## src/rtl/dslot_seq_pkg.sv

```systemverilog
package dslot_seq_pkg;

    localparam int PC_W = 64;

    typedef enum logic [1:0] {
        SEL_SEQ  = 2'd0,
        SEL_SKIP = 2'd1,
        SEL_SLOT = 2'd2,
        SEL_EXC  = 2'd3
    } next_sel_t;

    typedef struct packed {
        logic [PC_W-1:0] pc;
        logic [PC_W-1:0] epc;
        logic [PC_W-1:0] tgt;
        logic            bd;
        logic            slot;
        logic            exl_raise;
    } seq_state_t;

endpackage

```

## src/rtl/seq_prio.sv

```systemverilog
module seq_prio
    import dslot_seq_pkg::*;
(
    input  logic      exc,
    input  logic      slot,
    input  logic      skip,
    output next_sel_t sel
);
    // exception > slot redirect > likely skip > sequential
    always_comb begin
        if (exc)       sel = SEL_EXC;
        else if (slot) sel = SEL_SLOT;
        else if (skip) sel = SEL_SKIP;
        else           sel = SEL_SEQ;
    end
endmodule

```

## src/rtl/seq_vector.sv

```systemverilog
module seq_vector #(
    parameter int          PC_W      = 64,
    parameter int          OFF_W     = 16,
    parameter logic [63:0] BEV_BASE  = 64'hFFFF_FFFF_BFC0_0200,
    parameter logic [63:0] NORM_BASE = 64'hFFFF_FFFF_8000_0000
) (
    input  logic             bev,
    input  logic [OFF_W-1:0] off,
    output logic [PC_W-1:0]  vec
);
    localparam int EXT_W = PC_W - OFF_W;

    logic [PC_W-1:0] base;
    logic [PC_W-1:0] off_x;

    always_comb begin
        base  = bev ? BEV_BASE[PC_W-1:0] : NORM_BASE[PC_W-1:0];
        off_x = {{EXT_W{off[OFF_W-1]}}, off};
        vec   = base + off_x;
    end
endmodule

```

## src/rtl/seq_epc.sv

```systemverilog
module seq_epc #(
    parameter int PC_W       = 64,
    parameter int INSN_BYTES = 4
) (
    input  logic            exl,
    input  logic            slot,
    input  logic [PC_W-1:0] pc,
    input  logic [PC_W-1:0] epc_q,
    input  logic            bd_q,
    output logic [PC_W-1:0] epc_d,
    output logic            bd_d
);
    localparam logic [PC_W-1:0] STRIDE = PC_W'(INSN_BYTES);

    always_comb begin
        if (exl) begin
            epc_d = epc_q;
            bd_d  = bd_q;
        end else if (slot) begin
            epc_d = pc - STRIDE;
            bd_d  = 1'b1;
        end else begin
            epc_d = pc;
            bd_d  = 1'b0;
        end
    end
endmodule

```

## src/rtl/dslot_pc_seq.sv

```systemverilog
module dslot_pc_seq
    import dslot_seq_pkg::*;
#(
    parameter int          OFF_W      = 16,
    parameter int          INSN_BYTES = 4,
    parameter logic [63:0] RESET_PC   = 64'hFFFF_FFFF_BFC0_0000,
    parameter logic [63:0] BEV_BASE   = 64'hFFFF_FFFF_BFC0_0200,
    parameter logic [63:0] NORM_BASE  = 64'hFFFF_FFFF_8000_0000
) (
    input  logic             clk,
    input  logic             rst,
    input  logic             step,
    input  logic             br_req,
    input  logic [63:0]      br_target,
    input  logic             skip_req,
    input  logic             exc_req,
    input  logic [OFF_W-1:0] exc_off,
    input  logic             status_exl,
    input  logic             status_bev,
    output logic [63:0]      pc,
    output logic [63:0]      epc,
    output logic             bd,
    output logic             in_slot,
    output logic             exl_raise
);
    localparam logic [PC_W-1:0] STEP1 = PC_W'(INSN_BYTES);
    localparam logic [PC_W-1:0] STEP2 = PC_W'(2 * INSN_BYTES);

    seq_state_t      st_q, st_d;
    next_sel_t       sel;
    logic [PC_W-1:0] vec_pc;
    logic [PC_W-1:0] exc_epc;
    logic            exc_bd;

    seq_prio u_prio (
        .exc  (exc_req),
        .slot (st_q.slot),
        .skip (skip_req),
        .sel  (sel)
    );

    seq_vector #(
        .PC_W      (PC_W),
        .OFF_W     (OFF_W),
        .BEV_BASE  (BEV_BASE),
        .NORM_BASE (NORM_BASE)
    ) u_vec (
        .bev (status_bev),
        .off (exc_off),
        .vec (vec_pc)
    );

    seq_epc #(
        .PC_W       (PC_W),
        .INSN_BYTES (INSN_BYTES)
    ) u_epc (
        .exl   (status_exl),
        .slot  (st_q.slot),
        .pc    (st_q.pc),
        .epc_q (st_q.epc),
        .bd_q  (st_q.bd),
        .epc_d (exc_epc),
        .bd_d  (exc_bd)
    );

    always_comb begin
        st_d = st_q;
        if (step) begin
            st_d.exl_raise = 1'b0;
            st_d.slot      = 1'b0;
            unique case (sel)
                SEL_EXC: begin
                    st_d.pc        = vec_pc;
                    st_d.epc       = exc_epc;
                    st_d.bd        = exc_bd;
                    st_d.exl_raise = 1'b1;
                end
                SEL_SLOT: begin
                    st_d.pc = st_q.tgt;
                end
                SEL_SKIP: begin
                    st_d.pc = st_q.pc + STEP2;
                end
                default: begin
                    st_d.pc   = st_q.pc + STEP1;
                    st_d.slot = br_req;
                    if (br_req) st_d.tgt = br_target;
                end
            endcase
        end
    end

    always_ff @(posedge clk) begin
        if (rst) begin
            st_q.pc        <= RESET_PC[PC_W-1:0];
            st_q.epc       <= '0;
            st_q.tgt       <= '0;
            st_q.bd        <= 1'b0;
            st_q.slot      <= 1'b0;
            st_q.exl_raise <= 1'b0;
        end else begin
            st_q <= st_d;
        end
    end

    assign pc        = st_q.pc;
    assign epc       = st_q.epc;
    assign bd        = st_q.bd;
    assign in_slot   = st_q.slot;
    assign exl_raise = st_q.exl_raise;
endmodule

```

## config.mk

```make
export PLATFORM = sky130hd
export DESIGN_NAME = dslot_pc_seq
export DESIGN_NICKNAME = d
export VERILOG_FILES = /design/src/rtl/dslot_seq_pkg.sv /design/src/rtl/seq_prio.sv /design/src/rtl/seq_vector.sv /design/src/rtl/seq_epc.sv /design/src/rtl/dslot_pc_seq.sv
export SDC_FILE = /design/constraint.sdc
export NUM_CORES = 1
export LEC_CHECK = 0
export BUFFER_PORTS_ARGS = -buffer_cell sky130_fd_sc_hd__buf_4
export CORE_MARGIN = 10
export CORE_UTILIZATION = 45
export CTS_BUF_LIST = sky130_fd_sc_hd__clkbuf_8
export DETAILED_ROUTE_END_ITERATION = 10
export PLACE_DENSITY = 0.66
export RECOVER_POWER = 50
export SLEW_MARGIN = 30
export SYNTH_ARGS = -nofsm -noshare
export SYNTH_HDL_FRONTEND = slang
export SYNTH_SLANG_ARGS = --single-unit
```

## constraint.sdc

```tcl
create_clock -name clk -period 6.61 [get_ports clk]
set_input_delay 0.661 -clock clk [delete_from_list [all_inputs] [get_ports clk]]
set_output_delay 0.661 -clock clk [all_outputs]
set_load 0.05 [all_outputs]
```

Word-level counts from Yosys, hierarchy flattened
Cells that the tools add are included.
{ "classes": {"eq_ne": 3, "reduce_logical": 3, "n_addsub": 4, "n_mux": 9, "bitwise_logic": 2} }
{ "ops": {"columns": ["op", "count"], "rows": [
  ["64-bit one-hot mux with 3 select lines", 1],
  ["64-bit by 3-bit adder with 64-bit output, second input constant", 1],
  ["64-bit by 4-bit adder with 64-bit output, second input constant", 1],
  ["64-bit adder", 1],
  ["64-bit two-way mux", 1],
  ["64-bit by 3-bit subtractor with 64-bit output, second input constant", 1],
  ["30-bit two-way mux", 1],
  ["3-bit AND reduction", 2],
  ["2-bit equality test, second input constant", 2],
  ["1-bit two-way mux", 4],
  ["2-bit two-way mux", 2],
  ["3-bit OR reduction", 1],
  ["2-bit by 1-bit equality test with 1-bit output, second input constant", 1],
  ["1-bit NOT", 2]
]} }
{ "totals": {"input_bits": 88, "register_bits": 195, "output_inout_bits": 131, "wordCells": 27} }

Longest topological paths before layout
{ "logic_depth": {"ltp_word": 7, "mapped_depth": 10, "mapped_depth_nobuf": 8} }

Hierarchy
A second synthesis with hierarchy kept.
{ "unflattened": {"hier_cells": 2037, "area_unflattened_um2": 14686.6} }
{ "by_module_without_submodules": {"columns": ["mod", "seq_area_each_um2", "area_per_inst_um2", "cells_per_inst", "instances"], "rows": [
  ["dslot_pc_seq", 3903.7, 11802.6, 1580, 1],
  ["seq_epc", 0.0, 2170.8, 368, 1],
  ["seq_vector", 0.0, 695.7, 86, 1],
  ["seq_prio", 0.0, 17.5, 3, 1]
]} }

Worst setup path after synthesis
Ideal clock, no wire load.
{ "synth_path": {"kind": "reg2reg", "from": "register, netlist name pc[18]", "to": "register, netlist name epc[32]", "setup_ps": 79, "arrival_time_ps": 2736, "n_path_buf": 3, "period_less_slack_ps": 2815, "required_ps": 6531, "stages_incl_launch_ff": 10, "path_slack_ps": 3795, "cell_sequence": "dfxtp_1 > buf_6 > or4_4 > or4_4 > buf_6 > or4_4 > buf_6 > or3_1 > xor2_1 > a211oi_2"} }
{ "synth_between": {"elab_chain_cells": 2} }
{ "synth_rtl": {"columns": ["element", "line", "source"], "rows": [
  ["64-bit by 3-bit subtractor with 64-bit output", "seq_epc.sv:20", "epc_d = pc - STRIDE;"],
  ["64-bit two-way mux", "seq_epc.sv:19", "end else if (slot) begin"]
]} }
No other way between the ends.
A chain may end at the register's enable or synchronous reset.

Final worst setup path
{ "layout_path": {"from": "register, netlist name in_slot", "to": "register st_q[24] (netlist name)"} }
{ "layout_between": {"elab_chain_cells": 6, "word_cells_on_any_way": 8, "classes_between": "3 x eq/ne; 2 x mux; 1 x bitwise; 2 x reduce/logical"} }
{ "layout_rtl": {"columns": ["element", "line", "source"], "rows": [
  ["2-bit two-way mux (*)", "seq_prio.sv:12", "else if (slot) sel = SEL_SLOT;"],
  ["2-bit two-way mux (*)", "seq_prio.sv:11", "if (exc) sel = SEL_EXC;"],
  ["2-bit by 1-bit equality test with 1-bit output / 2-bit equality test (equally long branches)", "dslot_pc_seq.sv:71", "unique case (sel)"],
  ["3-bit OR reduction (no source line) (*)", null, null],
  ["1-bit NOT (no source line) (*)", null, null],
  ["3-bit AND reduction (no source line) (*)", null, null],
  ["to (signal assigned)", "dslot_pc_seq.sv:102", "st_q <= st_d;"],
  ["to (decl)", "dslot_pc_seq.sv:29", "seq_state_t st_q, st_d;"]
]} }
Mark *: on every way between the ends. The rest lies on a longest branch, timed or not.

==> out/qor.csv <==
stage;metric;value;unit
sta;relSlewSlack;-1.006;
synth;syn-num-nets;1917;
critical_path;cp_common_cell;nand2_1;
clocking;cts_hold_buf;0;
hold_path;hp-class;in2reg;
critical_path;critPathMaxFanout;64;
critical_path;crit_buf_inv;1;
hold_path;whs_path_depth;3;
sta;finalClockSkew;0.01454;ns
final_layout;fin_cells;2183;
synth;syn_inst;1817;
clocking;root_buffer;clkbuf_8;
die;die_w;191.0;µm
power;power_density;206.9;nW/µm²
sta;period_needed;4.196;ns
synth;synth_edf_count;0;
placement;postPlaceCellArea;13870;µm²
synth;ys.flop_type;dfxtp_1;
sta;hold_ws;0.4065;ns
synth;yosys.cell_types.count;69;
grt;grt_pass1_vias;12753;
grt;antenna_found_initial;1;
detailed_routing;vias;13674;
synth;syn_area_per_cell;7.239;µm²
sta;tightest_slew;3.008;ns
detailed_routing;antenna_left;0;
placement;dp_hpwl;37090;µm
outcome;status;finished with violations;
detailed_routing;routed_wirelength;51270;µm
final_layout;fill_cells;3017;
sta;final-max-slew-violation-count;118;
sta;rsz0062_at_grt;no;
final_layout;final_area;13770;µm²
clocking;cts_tree;yes;
outcome;violations;capacitance limit, slew limit;
clocking;clk_latency;0.49;ns
synth;async_flop_share;0;
synth;ys_seq_elements;195;
synth;synth_most_common_cell;nand2_1;
grt;grt_use_total;0.2686;
critical_path;critPathSlowestCell;nand2_1;
critical_path;worstReg2RegEnd;st_q[24];
die;rows;62;
sta;period_share;0.6348;
die;initial_core_util;0.4570;
final_layout;drive_gt1_frac;0.09232;
detailed_routing;drtPass1Iterations;7;
clocking;path_clk_slew;0.12;ns
critical_path;worstReg2RegStart;in_slot;
clocking;cts-resized-gates;0;
clocking;numCtsBuffers;17;
critical_path;cp_top_family;simple AND/OR/NAND/NOR gates;
placement;dp_cells;2150;
die;fp.dieH;191.0;µm
final_layout;synthToLayoutAreaGrowth;4.728;%
power;total_power;2.850;mW
hold_path;hp-start;br_target[2];
detailed_routing;post_drt_wl_per_cell;23.48;µm
synth;synthTopCellsByArea;dfxtp_1 (30%), buf_4 (7.3%), nand2_1 (7.0%);
power;peakVddDrop;0.1203;mV
die;dieArea;36470;µm²
critical_path;cp-start-kind;register;
die;io_pins;219;
grt;grt_max_degree;105;
run;maxCapViolations;2;
critical_path;cpPeakStageDelay;1.46;ns
grt;grt_overflow;0;
detailed_routing;drc;0;
placement;io_buffers;218;
critical_path;crit_chain;clkbuf_1, or3_1, nor2_1, nand2_1, nand2_1, a21oi_1;
critical_path;arrival;4.61;ns
final_layout;final_util;0.4786;
grt;grt_pass1_wl;77030;µm
hold_path;hold_end;st_q[5];
synth;ys_seq_area_frac;0.2968;
critical_path;endpoint_kind;register;
final_layout;nets;1885;
placement;pre_cts_ws;3.148;ns
critical_path;required;7.02;ns
placement;globalplace.congestion;1.049;
critical_path;path_class;reg2reg;
sta;setup_viol;0;
sta;finalHoldViolCount;0;
clocking;post_cts_buffers;0;
critical_path;rrSetupSlack;2.41;ns
power;leakage;4.446;nW
clocking;h-tree-depth;4;
synth;synth_top_area_frac;0.2968;
sta;fin_ws;2.414;ns
synth;yosys_warnings;0;
clocking;clk_path_buf_depth;2;
detailed_routing;drtIter0Drc;1560;
synth;synth_area_leader_cell;dfxtp_1;
sta;finalSetupTns;0;ns
synth;syn_area;13150;µm²
sta;clock.fmax;238.3;MHz
detailed_routing;vias_per_cell;6.264;
critical_path;rr_worst_depth;6;
die;core;28780;µm²
synth;synth_commonest_cells;nand2_1 (245), dfxtp_1 (195), a21oi_1 (177), clkbuf_1 (136), buf_4 (128);
clocking;clock_sinks;195;
layer usage:
layer / global-route usage / part of all wire / vias to the layer above
met5: 0 / 0 / -
met4: 0.09782 / 0.032 / 0
met3: 0.07963 / 0.11 / 110
met2: 0.3799 / 0.41 / 822
met1: 0.3755 / 0.45 / 6388
li1: - / - / 6354
cell families (layout without fill, tap and decap cells):
family                   Yosys count  after routing  share of synthesized area
AO/OA/AOI/OAI                    491            491                     0.2299
flip-flops                       195            195                     0.2968
adder cells (fa/ha/maj)           12             12                    0.01142
buffers and inverters            314            295                     0.1283
multiplexers                       5              5                   0.003900
other                              0              1                          0
AND/OR/NAND/NOR                  702            702                     0.2644
XOR/XNOR                          98             98                    0.06526
worst max-delay path by stage:
stage,cells after the start,slack [ns],endpoint,from
global placement,7,3.17,pc[55],rst
floorplan,9,3.79,epc[32],pc[18]
finish,6,2.41,st_q[24],in_slot
detailed placement,7,3.15,pc[55],rst
global route,6,1.99,st_q[46],in_slot
CTS,6,3.15,pc[45],pc[22]
where the power goes:
part           switching, mW  leakage, nW  total [mW]  internal [mW]
logic                  0.475         2.65       0.666          0.191
clock network          0.521        0.200       0.839          0.317
registers              0.116         1.59        1.34           1.23
total                   1.11         4.45        2.85           1.74
registers in the layout (all words and copies together), names as in the netlist:
| name | cells |
|---|---|
| epc | 64 |
| pc | 64 |
| st_q | 64 |
| bd | 1 |
| exl_raise | 1 |
| in_slot | 1 |
layout by cell type, fill, tap and decap left out, drive strengths merged, types with 12 or more instances in the layout:
master / synthesis / final
o21ai: 124 / 124
dfxtp: 195 / 195
a21oi: 177 / 177
xor2: 29 / 29
a211oi: 32 / 32
or4: 24 / 24
nor2: 116 / 116
nand2: 245 / 245
or3: 22 / 22
nand3: 66 / 66
nor3: 53 / 53
inv: 23 / 33
buf: 155 / 107
and4: 12 / 12
ha: 12 / 12
nor4: 49 / 49
a31oi: 13 / 13
a221oi: 20 / 20
xnor2: 69 / 69
clkbuf: 136 / 150
o31ai: 15 / 15
and3: 22 / 22
nand4: 57 / 57
tightest hold or removal path, delay by kind of cell:
family                 cells  cell delay, ns
AO/OA/AOI/OAI              1            0.05
AND/OR/NAND/NOR            1            0.04
buffers and inverters      1            0.11
final cells by class:
type | instances | area, µm² | share of cell area
well taps | 384 | 480.5 | 0.03488
multi-input cells | 1308 | 7602 | 0.5519
clock inverters | 15 | 162.7 | 0.01181
diodes | 1 | 2.502 | 0.0001817
inverters | 23 | 86.33 | 0.006268
flip-flops and latches | 195 | 3904 | 0.2834
clock buffers | 17 | 234.0 | 0.01699
repair buffers | 240 | 1303 | 0.09456
Note: power is estimated with default switching activity, not from simulation.
